<file path="src/rtl/xbt_pkg.sv">
package xbt_pkg;
  localparam int unsigned FLAG_DONE = 0;
  localparam int unsigned FLAG_WRAP = 1;
  localparam int unsigned NFLAG     = 2;
  localparam int unsigned CTRL_CLR  = 0;
endpackage

</file>
<file path="src/rtl/xbt_count.sv">
module xbt_count #(
  parameter int unsigned CNT_W = 24,
  parameter int unsigned DW    = 8,
  localparam int unsigned NB   = CNT_W / DW
) (
  input  logic             clk,
  input  logic             rst,
  input  logic             clr,
  input  logic [NB-1:0]    lane_we,
  input  logic [DW-1:0]    wdata,
  input  logic             byte_done,
  output logic [CNT_W-1:0] cnt,
  output logic             step,
  output logic             zero_hit,
  output logic             overrun
);
  logic sw_touch;
  logic is_zero;

  assign sw_touch = clr | (|lane_we);
  assign is_zero  = (cnt == '0);
  assign step     = byte_done & ~sw_touch & ~is_zero;
  assign zero_hit = step & (cnt == CNT_W'(1));
  assign overrun  = byte_done & ~sw_touch & is_zero;

  always_ff @(posedge clk) begin
    if (rst) begin
      cnt <= '0;
    end else if (clr) begin
      cnt <= '0;
    end else if (|lane_we) begin
      for (int i = 0; i < NB; i++) begin
        if (lane_we[i]) cnt[i*DW +: DW] <= wdata;
      end
    end else if (step) begin
      cnt <= cnt - CNT_W'(1);
    end
  end


  cnt_floor_chk: assert property (@(posedge clk) disable iff (rst)
    overrun |=> (cnt == '0));


  cnt_dec_chk: assert property (@(posedge clk) disable iff (rst)
    step |=> (cnt == $past(cnt) - CNT_W'(1)));
endmodule

</file>
<file path="src/rtl/xbt_addr.sv">
module xbt_addr #(
  parameter int unsigned ADR_W = 32
) (
  input  logic             clk,
  input  logic             rst,
  input  logic             load,
  input  logic [ADR_W-1:0] load_val,
  input  logic             inc,
  output logic [ADR_W-1:0] addr
);
  always_ff @(posedge clk) begin
    if (rst)       addr <= '0;
    else if (load) addr <= load_val;
    else if (inc)  addr <= addr + ADR_W'(1);
  end


  addr_hold_chk: assert property (@(posedge clk) disable iff (rst)
    (!load && !inc) |=> $stable(addr));
endmodule

</file>
<file path="src/rtl/xbt_flags.sv">
module xbt_flags #(
  parameter int unsigned NF = 2
) (
  input  logic          clk,
  input  logic          rst,
  input  logic [NF-1:0] set,
  input  logic [NF-1:0] clr,
  input  logic [NF-1:0] en,
  output logic [NF-1:0] flags,
  output logic          irq
);
  always_ff @(posedge clk) begin
    if (rst) begin
      flags <= '0;
      irq   <= 1'b0;
    end else begin
      flags <= (flags & ~clr) | set;
      irq   <= |(flags & en);
    end
  end

  for (genvar g = 0; g < NF; g++) begin : g_chk

    set_wins_chk: assert property (@(posedge clk) disable iff (rst)
      set[g] |=> flags[g]);

    w1c_chk: assert property (@(posedge clk) disable iff (rst)
      (clr[g] && !set[g]) |=> !flags[g]);
  end


  irq_mask_chk: assert property (@(posedge clk) disable iff (rst)
    ((flags & en) == '0) |=> !irq);
endmodule

</file>
<file path="src/rtl/xfer_byte_tracker.sv">
module xfer_byte_tracker #(
  parameter int unsigned CNT_W  = 24,
  parameter int unsigned ADR_W  = 32,
  parameter int unsigned DW     = 8,
  parameter int unsigned REG_AW = 4
) (
  input  logic              clk,
  input  logic              rst,
  input  logic              reg_wr,
  input  logic [REG_AW-1:0] reg_addr,
  input  logic [DW-1:0]     reg_wdata,
  output logic [DW-1:0]     reg_rdata,
  input  logic              byte_done,
  input  logic              start_load,
  input  logic [ADR_W-1:0]  start_addr,
  output logic              irq
);
  import xbt_pkg::*;

  localparam int unsigned CNT_B    = CNT_W / DW;
  localparam int unsigned ADR_B    = ADR_W / DW;
  localparam int unsigned OFS_ADR0 = CNT_B;
  localparam int unsigned OFS_CTRL = CNT_B + ADR_B;
  localparam int unsigned OFS_STAT = OFS_CTRL + 1;
  localparam int unsigned OFS_IEN  = OFS_CTRL + 2;

  logic [CNT_B-1:0] lane_we;
  logic             cnt_clr;
  logic [CNT_W-1:0] cnt_q;
  logic [ADR_W-1:0] addr_q;
  logic             step, zero_hit, overrun;
  logic [NFLAG-1:0] flag_set, flag_clr, flags_q, ien_q;
  logic [DW-1:0]    rd_n;

  for (genvar g = 0; g < CNT_B; g++) begin : g_lane
    assign lane_we[g] = reg_wr && (reg_addr == REG_AW'(g));
  end

  assign cnt_clr = reg_wr && (reg_addr == REG_AW'(OFS_CTRL)) && reg_wdata[CTRL_CLR];
  assign flag_clr = (reg_wr && (reg_addr == REG_AW'(OFS_STAT))) ? reg_wdata[NFLAG-1:0] : '0;

  always_comb begin
    flag_set = '0;
    flag_set[FLAG_DONE] = zero_hit;
    flag_set[FLAG_WRAP] = overrun;
  end

  xbt_count #(.CNT_W(CNT_W), .DW(DW)) i_count (
    .clk(clk), .rst(rst), .clr(cnt_clr), .lane_we(lane_we), .wdata(reg_wdata),
    .byte_done(byte_done), .cnt(cnt_q), .step(step), .zero_hit(zero_hit),
    .overrun(overrun)
  );

  xbt_addr #(.ADR_W(ADR_W)) i_addr (
    .clk(clk), .rst(rst), .load(start_load), .load_val(start_addr),
    .inc(step), .addr(addr_q)
  );

  xbt_flags #(.NF(NFLAG)) i_flags (
    .clk(clk), .rst(rst), .set(flag_set), .clr(flag_clr), .en(ien_q),
    .flags(flags_q), .irq(irq)
  );

  always_ff @(posedge clk) begin
    if (rst) ien_q <= '0;
    else if (reg_wr && (reg_addr == REG_AW'(OFS_IEN))) ien_q <= reg_wdata[NFLAG-1:0];
  end

  always_comb begin
    rd_n = '0;
    for (int i = 0; i < CNT_B; i++)
      if (reg_addr == REG_AW'(i)) rd_n = cnt_q[i*DW +: DW];
    for (int i = 0; i < ADR_B; i++)
      if (reg_addr == REG_AW'(OFS_ADR0 + i)) rd_n = addr_q[i*DW +: DW];
    if (reg_addr == REG_AW'(OFS_STAT)) rd_n = DW'(flags_q);
    if (reg_addr == REG_AW'(OFS_IEN))  rd_n = DW'(ien_q);
  end

  always_ff @(posedge clk) begin
    if (rst) reg_rdata <= '0;
    else     reg_rdata <= rd_n;
  end


  addr_lockstep_chk: assert property (@(posedge clk) disable iff (rst)
    (step && !start_load) |=> (addr_q == $past(addr_q) + ADR_W'(1)));


  sw_wins_chk: assert property (@(posedge clk) disable iff (rst)
    (byte_done && (cnt_clr || (|lane_we)) && !start_load) |=> $stable(addr_q));


  done_set_chk: assert property (@(posedge clk) disable iff (rst)
    (byte_done && !(cnt_clr || (|lane_we)) && (cnt_q == CNT_W'(1)))
      |=> (flags_q[FLAG_DONE] && (cnt_q == '0)));
endmodule

</file>
<file path="config.mk">
export PLATFORM = sky130hd
export DESIGN_NAME = xfer_byte_tracker
export DESIGN_NICKNAME = d
export VERILOG_FILES = /design/src/rtl/xbt_pkg.sv /design/src/rtl/xbt_count.sv /design/src/rtl/xbt_addr.sv /design/src/rtl/xbt_flags.sv /design/src/rtl/xfer_byte_tracker.sv
export SDC_FILE = /design/constraint.sdc
export NUM_CORES = 1
export LEC_CHECK = 0
export ABC_AREA = 0
export BUFFER_PORTS_ARGS = -buffer_cell sky130_fd_sc_hd__buf_2
export CORE_MARGIN = 4
export CORE_UTILIZATION = 58
export CTS_CLUSTER_SIZE = 14
export DETAILED_ROUTE_END_ITERATION = 8
export MAX_ROUTING_LAYER = met4
export PLACE_DENSITY = 0.92
export SETUP_SLACK_MARGIN = 0.15
export SLEW_MARGIN = 20
export SYNTH_ARGS = -nofsm -noshare
export SYNTH_HDL_FRONTEND = slang
export SYNTH_SLANG_ARGS = --single-unit
</file>
<file path="constraint.sdc">
create_clock -name clk -period 3.2 [get_ports clk]
set_input_delay 0.16 -clock clk [delete_from_list [all_inputs] [get_ports clk]]
set_output_delay 0.16 -clock clk [all_outputs]
set_load 0.05 [all_outputs]
</file>
==> results.txt, run 1 <==
- CTS tree: yes
- Synth-to-layout area growth: 13.0%
- Post-synthesis instance area: around 4400 um^2
- Arrival time of data at the critical path endpoint: 3.18 ns
- Wirelength, routed: approximately 13 mm
- Across the whole layout, storage elements account for between 1000 and 1500 um^2.
* Detailed Routing Iterations Pass 1: 7
- In this run, CTS created clock tree buffers numbering 9.
* Count of boundary I/O pins: 58
* Fraction of the yosys area taken by sequential cells: a little under a third
- Via count of the first global-routing pass: approximately 4300
* Rel. slew slack: between 40 and 50%
- After layout, the worst path uses around 90% of the clock period.
- Register clock-pin slew on the reported worst setup and hold paths: 0.08 ns
* Crit Path Category: flop to flop
* Final count of pins violating max slew: 0
* CORE AREA: between 7000 and 8000 um^2
- Fraction of layout instances using a drive strength above 1: between 10% and 20%
- The H-tree was split into 3 levels.
- Entering global routing, the biggest net connects 45 pins.
- The multi-input combinational cells in the finished layout cover a total of approximately 2700 um^2.
- Once the floorplan was initialized, standard cells occupied roughly 60% of the core.
- Routability congestion estimate from global placement: 0.981
- Maxcap violations: 0
* Row cnt: 31
- Yosys warning total: 0
* Initial detailed-routing violation count: around 660
- The routed design could run at a clock period as short as just under 3 ns.
* Number of buffers added on ports: 57
* Worst hold path startpoint: start_addr[19]
- Clock tree root buffer cell: sky130_fd_sc_hd__clkbuf_8
- Worst reg2reg startpoint: i_count.cnt[0]$_SDFFE_PP0P_
* Kind of capture point of the worst setup path: flop
- Number of nets at the end of the flow: 670
- TritonCTS Sinks: 69
* Worst min-delay path category: input port to flop
- Final Power: 4.51 mW
- The first global-routing pass estimated around 21 mm of wire.
- In this run, synthesis inferred 0 flip-flops with an integrated enable.
* DIE HEIGHT: roughly 95 um
* Top library cells by usage in the layout, fill and taps aside: sky130_fd_sc_hd__nor2_1 (74), sky130_fd_sc_hd__dfxtp_1 (69), sky130_fd_sc_hd__buf_2 (57)
* Post-detailed-placement half-perimeter wirelength: around 9.6 mm
* Latest clock arrival within the worst-skew pair: ~0.36 ns
* Leakage power of the design: about 1.8 nW
- Run status: finished clean
- In the routed layout, each cell is associated on average with a via count of roughly 6.5.
- The die covers roughly 9000 um^2.
- The synthesized design contains just under 70 register bits.
- Fraction of synthesis flops using an asynchronous set or reset pin: 0%
* Start point of the critical path: i_count.cnt[0]$_SDFFE_PP0P_
* Clock Skews: ~0.012 ns
* Fillers: 652
* Cells after Synth: 566
- Post-detailed-route DRC marker count: 0
* Wirelength per Cell: between 15 and 20 um
- Summed over all layers, the global routing overflow is 0.
- Total power per unit cell area: 913 nW/um^2
- Antenna violation net count after detailed routing: 0
- Max clock buf depth: 2
- Worst voltage drop across the vdd grid: 0.487 mV
- For the pin with the worst max-slew slack, the measured transition is 0.832 ns.
* Final setup violation count: 0
- Setup TNS: 0 ns
* Post-Synthesis Net Count: slightly above 600
- Critical Path Fanout Max: 12
- Setup repair after global routing left no endpoint under its margin.
- Critical Path RT: 3.48 ns
- Synthesis instantiated 63 different standard cells from the library.
* Fin. Hold Viols: 0
* Worst setup SP type: flop
* Total via count after detailed routing: around 4700
- Most frequent standard cell in the layout excluding fill and tap cells: sky130_fd_sc_hd__nor2_1
* Total global routing track utilization: 30.8%
- The initial antenna violation count was 0.
- The most used flip-flop cell after synthesis is sky130_fd_sc_hd__dfxtp_1.
- Static timing analysis puts the maximum clock frequency at roughly 340 MHz.
* Mean post-synth cell area: ~7.7 um^2
- Die Span X: approximately 95 um
- The number of antenna diodes in the final layout is 0.
[worst max-delay path: stages, from the launching register on]
cell                       delay, ns
sky130_fd_sc_hd__dfxtp_1        0.37
sky130_fd_sc_hd__inv_1          0.08
sky130_fd_sc_hd__ha_1           0.22
sky130_fd_sc_hd__or4b_2         0.66
sky130_fd_sc_hd__buf_4          0.22
sky130_fd_sc_hd__nor3_1         0.29
sky130_fd_sc_hd__nand3_2        0.20
sky130_fd_sc_hd__buf_4          0.25
sky130_fd_sc_hd__and3_1         0.17
sky130_fd_sc_hd__xnor2_1        0.14
sky130_fd_sc_hd__a211oi_1       0.23
[cell usage after synthesis (all sizes together), types with 3 or more instances]
cell type  instances  area share [%]
a211oi            28             4.8
a21boi             3            0.51
a21oi             36             4.1
a221oi             5             1.1
a22oi             10             1.7
a311oi             3            0.60
a31oi              4            0.57
a32o               3            0.69
and2               4            0.57
and3              10             1.4
buf                7             1.2
clkbuf            29             3.6
dfxtp             69              32
ha                 3            0.86
inv               11            0.94
mux2               4             1.0
mux2i              7             1.6
nand2             51             4.4
nand3             20             2.3
nand4             17             2.4
nor2              74             6.4
nor2b              8             1.1
nor3              23             2.9
nor3b              3            0.51
nor4              16             2.3
o21ai             37             4.7
o31ai              9             1.5
o32ai              4            0.80
o41ai              3            0.60
or2                3            0.43
or3                7             1.1
or4                4            0.80
xnor2             14             2.8
xor2              14             2.8
[per-layer routing]
layer  vias up  routed length [um]  global-route usage, %
met5         -                   0                      -
li1       2211                   -                      -
met3        50                1580                   4.94
met4         0                 431                   13.1
met2       318                5940                   46.9
met1      2110                5290                   40.5
[flip-flops by register name, summed over array words and instances (netlist names)]
signal         flops
i_count.cnt       24
i_flags.flags      2
i_addr.addr       32
i_flags.irq        1
reg_rdata          8
ien_q              2
[report_power, final]
group / internal (mW) / total (mW) / switching [mW]
Sequential: 1.05 / 1.32 / 0.269
Combinational: 0.925 / 2.46 / 1.53
Clock: 0.378 / 0.727 / 0.349
Total: 2.36 / 4.51 / 2.15
[area by class of cell]
class / count / share of cell area, %
multi-input cells: 448 / 55.5
clock inverters: 6 / 1.27
well taps: 99 / 2.51
clock buffers: 10 / 2.79
inverters: 11 / 0.836
flip-flops and latches: 69 / 28.0
repair buffers: 79 / 9.17
[stage by stage]
stage	hold slack (ns)	util, %	instances	cell area (um^2)	worst slack (ns)
after floorplan	0.245	-	566	4370	0.603
after global placement	0.358	64.3	702	4690	0.347
after detailed placement	0.358	64.3	702	4690	0.204
after CTS	0.0260	67.1	719	4900	0.171
after global routing	0.0334	67.8	722	4940	0.180
final	0.0246	67.8	722	4940	0.293
[final timing paths]
kind	to	slack, ns	depth (start not counted)
max reg2reg	i_addr.addr[20]$_SDFFE_PP0P_	0.29	10
min	i_addr.addr[19]$_SDFFE_PP0P_	0.02	3
max	i_addr.addr[20]$_SDFFE_PP0P_	0.29	10
min reg2reg	i_flags.flags[0]$_SDFF_PP0_	0.48	2
[logic make-up after synthesis]
kind of cell | share of synthesized area (%)
AOI/OAI and AO/OA | 24.1
xor gates and xnor gates | 5.61
adders and majority gates | 0.858
buffers and inverters | 6.26
DFF | 31.6
muxes | 3.66
and+or+nand+nor | 28.0
[what timing repair did]
item / in CTS / in global routing
hold buffers: 1 / 0
endpoints found under the hold margin: 1 / 0
resized for setup: 0 / 4
buffers inserted: 0 / 3
setup endpoints to repair: 0 / 26
Note: power is estimated with default switching activity, not from simulation.
==> inputs of run 2 (changes only) <==
- CTS_CLUSTER_SIZE: 14 -> unset
- clock period: 3.2 -> 2.68 ns (I/O delays scaled with it)
==> run 2 against run 1 <==
  * Global-route usage up 1.3 points
  * Critical path type unchanged
  * Sequential share of layout area down 1.1 points
  * Via count is 3.4% higher
==> results.txt, run 2 (synthesis results as in run 1) <==
- The pin slew with the least headroom to its limit is 0.664 ns (-0.168 ns).
- Top library cells by usage in the layout, fill and taps aside: sky130_fd_sc_hd__nor2_1 (73), sky130_fd_sc_hd__dfxtp_1 (67), sky130_fd_sc_hd__buf_2 (57)
- The worst clock skew on the final layout came to 0.0135 ns (+0.00178 ns).
* Total via count after detailed routing: 4847 (+3.4%)
* CTS tree: yes
* Register clock-pin slew on the reported worst setup and hold paths: 0.09 ns (about the same)
- The count of port buffers added during placement came to 57 (unchanged).
- The final-report max-slew violation count was 0 (unchanged).
- The critical path is of the flop to flop type.
- The row count is 31 (unchanged).
- Fraction of layout instances using a drive strength above 1: 23.0% (+3.5 points)
- Met2 layer usage reported by global route: 47.7% (+0.88 points)
- Registers with the highest flip-flop counts: i_addr.addr: 32 flops, i_count.cnt: 24 flops, reg_rdata: 8 flops
* Final Power: 5.90 mW (+31%)
- The number of nets in the layout was 685 (+2.2%).
* Antenna violation net count after detailed routing: 0 (unchanged)
- The maximum VDD drop came to 0.616 mV (+26%).
* Wirelength per Cell: 19.3 um (+5.3%)
- Hold Worst Slack: 0.0201 ns (-0.00445 ns)
- The power density relative to cell area is 1140 nW/um^2 (+25%).
* Max clock buf depth: 2 (unchanged)
- The final critical-path required period is 2.46 ns (-0.443 ns).
* Starting Density: 60.0% (unchanged)
- Area of the multi-input gates: 2800 um^2 (+2.2%)
- Maxcap violations: 0 (unchanged)
- The die height came to 94.8 um (unchanged).
- Clock tree root buffer cell: sky130_fd_sc_hd__clkbuf_8
- The run finished with clean final reports.
- Total global routing track utilization: 32.1% (+1.3 points)
- The horizontal extent of the die was 94.8 um (unchanged).
* Fraction of the core area covered by cells at the end of the flow: 70.7% (+3.0 points)
* Initial detailed-routing violation count: 637 (-3.8%)
- Die Footprint: 9000 um^2 (unchanged)
- The number of search-and-repair iterations in the first detailed-routing pass came to 9 (+2).
* Instance count after placement with tap cells included: 715 (+1.9%)
- Fillers: 609 (-6.6%)
- The number of buffers inserted during clock tree synthesis is 9 (unchanged).
* Largest reg by FF count: i_addr.addr
* Fin. Hold Viols: 0 (unchanged)
* Routability congestion estimate from global placement: 1.02 (+4.1%)
- Most frequent standard cell in the layout excluding fill and tap cells: sky130_fd_sc_hd__nor2_1
- The total negative setup slack came to 0 ns (unchanged).
- The static leakage power was 1.92 nW (+6.2%).
- Maximum number of pins on one net before global-route repair: 47 (+4.4%)
- Arrival time of data at the critical path endpoint: 2.74 ns (-0.44 ns)
* Met3 GRT Util: 6.85% (+1.9 points)
* Wirelength, routed: 14.2 mm (+7.5%)
- Latest clock arrival within the worst-skew pair: 0.35 ns (about the same)
- The wire length of the first global-routing pass came to 21.8 mm (+2.7%).
- The via count of the first global-routing pass was 4435 (+3.7%).
- Max reg flops: 32 (unchanged)
- Setup repair after global routing left no endpoint under its margin.
- The count of clock tree sinks is 69 (unchanged).
- The number of levels the H-tree was split into came to 3 (unchanged).
- Post-detailed-route DRC marker count: 0 (unchanged)
- The part of the cycle the worst path needs came to 91.9% (+1.1 points).
- Total congestion overflow after global routing: 0 (unchanged)
* Antenna violations before repair: 0 (unchanged)
* Critical Path Fanout Max: 7 (-5)
- Worst-case setup slack after placement: 0.0568 ns (-0.147 ns)
* Worst setup SP type: flop
- Area of all placed cells without fillers: 5160 um^2 (+4.4%)
* Rel. slew slack: 55.4% (+11 points)
- Highest attainable clock frequency: 406 MHz (+18%)
- Final standard cell count with taps included and fillers excluded: 737 (+2.1%)
- Critical Path RT: 2.96 ns (-0.52 ns)
- CORE AREA: 7290 um^2 (unchanged)
- The count of inserted antenna diode cells was 0 (unchanged).
- The met1 capacity usage during global routing came to 41.4% (+0.84 points).
* PnR worst setup slack: 0.216 ns (-0.0771 ns)
- Count of boundary I/O pins: 58 (unchanged)
- Synth-to-layout area growth: 17.9%
* Final setup violation count: 0 (unchanged)
* Worst min-delay path category: input port to flop
- The number of vias per cell after detailed routing is 6.58 (+1.3%).
* Kind of capture point of the worst setup path: flop
* Placed cell area: 4790 um^2 (+2.2%)
- Area used by sequential logic in the layout: 1390 um^2 (+0.36%)
* Global routing's busiest layer: met2
- The HPWL after detailed placement was 10.1 mm (+5.1%).
run 2: cell types whose count changed in the layout (fill, tap and decap cells not counted), moves of 2 or more:
cell | previous run | this run
sky130_fd_sc_hd__a211oi_2 | 0 | 3
sky130_fd_sc_hd__clkinvlp_4 | 3 | 1
sky130_fd_sc_hd__buf_6 | 0 | 4
sky130_fd_sc_hd__dfxtp_1 | 69 | 67
sky130_fd_sc_hd__a211oi_1 | 28 | 25
sky130_fd_sc_hd__inv_1 | 11 | 9
sky130_fd_sc_hd__buf_4 | 21 | 32
sky130_fd_sc_hd__inv_2 | 0 | 2
sky130_fd_sc_hd__clkinv_4 | 0 | 2
run 2: worst paths after layout:
path | to | startpoint | slack, ns | cells after the start
max | i_addr.addr[18]$_SDFFE_PP0P_ | i_count.cnt[0]$_SDFFE_PP0P_ | 0.22 | 9
min | i_addr.addr[19]$_SDFFE_PP0P_ | start_addr[19] | 0.02 | 3
max reg2reg | i_addr.addr[18]$_SDFFE_PP0P_ | i_count.cnt[0]$_SDFFE_PP0P_ | 0.22 | 9
min reg2reg | i_flags.flags[0]$_SDFF_PP0_ | i_flags.flags[0]$_SDFF_PP0_ | 0.49 | 2
run 2: where the power goes:
| part | total, mW | switching, mW | internal (mW) |
|---|---|---|---|
| logic | 3.39 | 2.07 | 1.32 |
| registers | 1.54 | 0.279 | 1.26 |
| clock network | 0.969 | 0.440 | 0.529 |
| total | 5.90 | 2.79 | 3.11 |
run 2: layer usage:
metal  share of wire [%]  wire [um]
met5                   0          0
met4                 4.1        588
met3                  12       1740
met2                  44       6290
met1                  39       5620
run 2: repair_timing:
item,in CTS,in global routing
resized for setup,5,19
pin swaps,0,5
hold buffers,1,0
cloned,0,1
buffers inserted,2,2
hold endpoints to repair,1,0
setup endpoints to repair,24,29
run 2: area by class of cell:
cell class | instances | share of cell area (%)
Multi-Input combinational cell | 448 | 54.3
Sequential cell | 69 | 26.9
Timing Repair Buffer | 94 | 11.3
Clock buffer | 9 | 2.40
Tap cell | 99 | 2.40
Clock inverter | 7 | 1.92
Inverter | 11 | 0.801
run 2: critical path, cell delays in order, from the launching register on:
cell and delay [ns]:
sky130_fd_sc_hd__dfxtp_4 0.37, sky130_fd_sc_hd__inv_2 0.07, sky130_fd_sc_hd__ha_4 0.14, sky130_fd_sc_hd__or4b_4 0.50
sky130_fd_sc_hd__or3_4 0.37, sky130_fd_sc_hd__nor3_4 0.28, sky130_fd_sc_hd__buf_6 0.21, sky130_fd_sc_hd__buf_4 0.12
sky130_fd_sc_hd__o31ai_1 0.09, sky130_fd_sc_hd__a221oi_2 0.23
==> inputs of run 3 (changes only) <==
- CELL_PAD_IN_SITES_DETAIL_PLACEMENT: unset -> 1
- CELL_PAD_IN_SITES_GLOBAL_PLACEMENT: unset -> 2
- CORE_UTILIZATION: 58 -> 34
==> run 3 against run 2 <==
  * Power rose by 11%
  * Clock-buffer cell count grew 1
  * Wire length is 16% higher
  * Fmax decreased by 2.7%
  * Largest cell class unchanged
  * Via count fell by 1.6%
  * Setup slack worse by 0.068 ns
  * Critical path type unchanged
  * Non-clock buffer count increased by 12
  * Core utilization shrank 27 points
==> results.txt, run 3 (synthesis results as in run 1) <==
- The flow ran to the end, and the final reports show no timing, DRC or antenna violations.
* Clock tree root buffer cell: sky130_fd_sc_hd__clkbuf_16
- The number of nets in the layout was 697 (+1.8%).
- Level count of the clock H-tree: 3 (unchanged)
* CORE AREA: 12600 um^2 (+73%)
- Worst min-delay path category: input port to flop
- The cell count after placement is 794 (+11%).
* Start point of the critical path: i_count.cnt[1]$_SDFFE_PP0P_
- The via count of the first global-routing pass was 4756 (+7.2%).
* Antenna violations before repair: 0 (unchanged)
- In this design, the largest share of critical-path delay is due to simple AND/OR/NAND/NOR gates.
* Fraction of the core area covered by cells at the end of the flow: 43.4% (-27 points)
* Clock Skews: 0.00802 ns (-0.00547 ns)
- Cell-internal power: 3.58 mW (+15%)
- Final standard cell count with taps included and fillers excluded: 822 (+12%)
- Fraction of layout instances using a drive strength above 1: 24.9% (+1.9 points)
- Vias per inst: 5.80 (-12%)
- Number of buffers added on ports: 57 (unchanged)
- Starting Density: 34.7% (-25 points)
- Initial detailed-routing violation count: 374 (-41%)
- The reg2reg setup slack was 0.15 ns (-0.07 ns).
* Worst reg2reg startpoint: i_count.cnt[1]$_SDFFE_PP0P_
- The critical path ends at i_addr.addr[6]$_SDFFE_PP0P_.
* Number of CTS-inserted buffers: 9 (unchanged)
- Clock network fraction of total power: 19.8% (+3.4 points)
- Row cnt: 41 (+32%)
- PnR worst setup slack: 0.148 ns (-0.0679 ns)
- DIE HEIGHT: 121 um (+28%)
* Detailed Routing Iterations Pass 1: 4 (-5)
* Switching part of the total power: 45.4% (-1.8 points)
- Combinational group share of total power: 56.7% (-0.7 points)
* Kind of capture point of the worst setup path: flop
- Routability congestion estimate from global placement: 0.994 (-2.7%)
* Area of all placed cells without fillers: 5470 um^2 (+6.1%)
* CTS tree: yes
- RSZ-0062 raised after global routing: yes
* Worst voltage drop across the vdd grid: 0.501 mV (-19%)
* Critical Path Fanout Max: 7 (unchanged)
* Final setup violation count: 0 (unchanged)
- The highest achievable clock rate is 395 MHz (-2.7%).
* Registers with the highest flip-flop counts: i_addr.addr: 32 flops, i_count.cnt: 24 flops, reg_rdata: 8 flops
- The setup path with the least slack is of type flop to flop.
* Die Footprint: 14700 um^2 (+64%)
- First-pass GRT wire length: 25.8 mm (+19%)
* Total via count after detailed routing: 4770 (-1.6%)
* Latest clock arrival within the worst-skew pair: 0.35 ns (about the same)
- The worst hold path cell count was 3 (unchanged).
* Total congestion overflow after global routing: 0 (unchanged)
- Final count of pins violating max slew: 0 (unchanged)
* Largest reg by FF count: i_addr.addr
- The critical path data required time came to 2.95 ns (about the same).
* Placed cell area: 4940 um^2 (+3.1%)
- Register clock-pin slew on the reported worst setup and hold paths: 0.06 ns (-0.03 ns)
- The count of boundary I/O pins was 58 (unchanged).
- The switching power was 2.98 mW (+7.1%).
- Die Span X: 121 um (+28%)
* Clock period minus final worst setup slack: 2.53 ns (+0.0679 ns)
- Seq pwr share: 23.5% (-2.6 points)
* Hold Worst Slack: 0.00999 ns (-0.0101 ns)
- Leakage power of the design: 2.03 nW (+5.9%)
- Transition at the pin with the smallest max-transition slack: 0.701 ns (+0.0373 ns)
* Worst setup SP type: flop
- Rel. slew slack: 52.9% (-2.5 points)
- The endpoint identified for the worst register-to-register timing path is i_addr.addr[6]$_SDFFE_PP0P_.
- Maximum number of pins on one net before global-route repair: 46 (-2.1%)
- Slowest cell on the critical path: sky130_fd_sc_hd__or4b_4
- The area growth from synthesis to layout is 25.1%.
- The count of inserted antenna diode cells was 0 (unchanged).
- Fin. Hold Viols: 0 (unchanged)
* Crit-path max cell delay: 0.53 ns (+0.03 ns)
- The max capacitance violation total came to 0 (unchanged).
- Max reg flops: 32 (unchanged)
- Buffers and inverters on the worst path: 3 (unchanged)
- TritonCTS Sinks: 69 (unchanged)
- The most numerous cell type found on the critical path is sky130_fd_sc_hd__buf_6.
- Number of gates on the worst path with buffers counted: 10 (+1)
- The power density relative to cell area is 1200 nW/um^2 (+5.0%).
* Final Power: 6.57 mW (+11%)
* Max clock buf depth: 2 (unchanged)
- Cells along the critical path: inv_2, ha_4, or4b_4, or3_4, nor3_4, buf_6, buf_6, nor3_1, xnor2_1, a211oi_2
- Top library cells by usage in the layout, fill and taps aside: sky130_fd_sc_hd__nor2_1 (74), sky130_fd_sc_hd__dfxtp_1 (68), sky130_fd_sc_hd__buf_2 (57)
* Post-detailed-route DRC marker count: 0 (unchanged)
- The wire length per cell came to 20.1 um (+3.8%).
* Arrival time of data at the critical path endpoint: 2.80 ns (+0.06 ns)
- Antenna violation net count after detailed routing: 0 (unchanged)
- The HPWL after detailed placement came to 11.9 mm (+18%).
- Total global routing track utilization: 23.2% (-8.9 points)
- Number of cells on the worst reg-to-reg path: 10 (+1)
* Most frequent standard cell in the layout excluding fill and tap cells: sky130_fd_sc_hd__nor2_1
* Setup TNS: 0 ns (unchanged)
* Wirelength, routed: 16.5 mm (+16%)
- The part of the cycle the worst path needs came to 94.5% (+2.5 points).
- Worst-case setup slack after placement: -0.0361 ns (-0.0929 ns)
* Worst hold path startpoint: start_addr[19]
-- run 3: power groups by stage --
stage / combinational [mW] / sequential [mW] / clock (mW)
final: 3.73 / 1.54 / 1.30
after global routing: 4.01 / 1.57 / 1.36
after CTS: 3.38 / 1.53 / 1.31
after detailed placement: 3.07 / 1.54 / 0
after global placement: 3.00 / 1.53 / 0
after floorplan: 2.12 / 1.48 / 0
-- run 3: worst min path at each step --
| stage | end | slack (ns) |
|---|---|---|
| 2_1_floorplan | i_addr.addr[18]$_SDFFE_PP0P_ | 0.22 |
| 3_3_place_gp | i_addr.addr[27]$_SDFFE_PP0P_ | 0.34 |
| 3_5_place_dp | i_addr.addr[27]$_SDFFE_PP0P_ | 0.35 |
| 4_1_cts | i_addr.addr[19]$_SDFFE_PP0P_ | 0.009 |
| 5_1_grt | i_addr.addr[19]$_SDFFE_PP0P_ | 0.04 |
| 6_report | i_addr.addr[19]$_SDFFE_PP0P_ | 0.01 |
-- run 3: what timing repair did --
action / CTS / global route
hold buffers: 1 / 0
endpoints found under the setup margin: 27 / 54
gates cloned: 1 / 0
buffers inserted: 5 / 5
gates resized for setup: 9 / 21
hold endpoints to repair: 1 / 0
pin swaps: 3 / 11
-- run 3: cell type report --
class	instances	area, um^2
tap	172	215
sequential	69	1390
inverter	11	41.3
clock buffer	10	229
clock inverter	6	87.6
timing repair buffer	106	683
multi-input combinational	448	2830
fill	1569	7150
-- run 3: worst reg2reg max path: cells and delay by family (launching register included) --
kind | cells | cell delay [ns]
buffers and inverters | 3 | 0.38
flip-flops | 1 | 0.33
AND/OR/NAND/NOR | 4 | 1.22
XOR/XNOR | 1 | 0.15
adder cells (fa/ha/maj) | 1 | 0.16
AO/OA/AOI/OAI | 1 | 0.21
-- run 3: metal layers --
metal  routed length (um)  GRT usage (%)
met1                 7260           30.1
met2                 7720           34.7
met3                  899           3.82
met4                  609           11.8
met5                    0              -
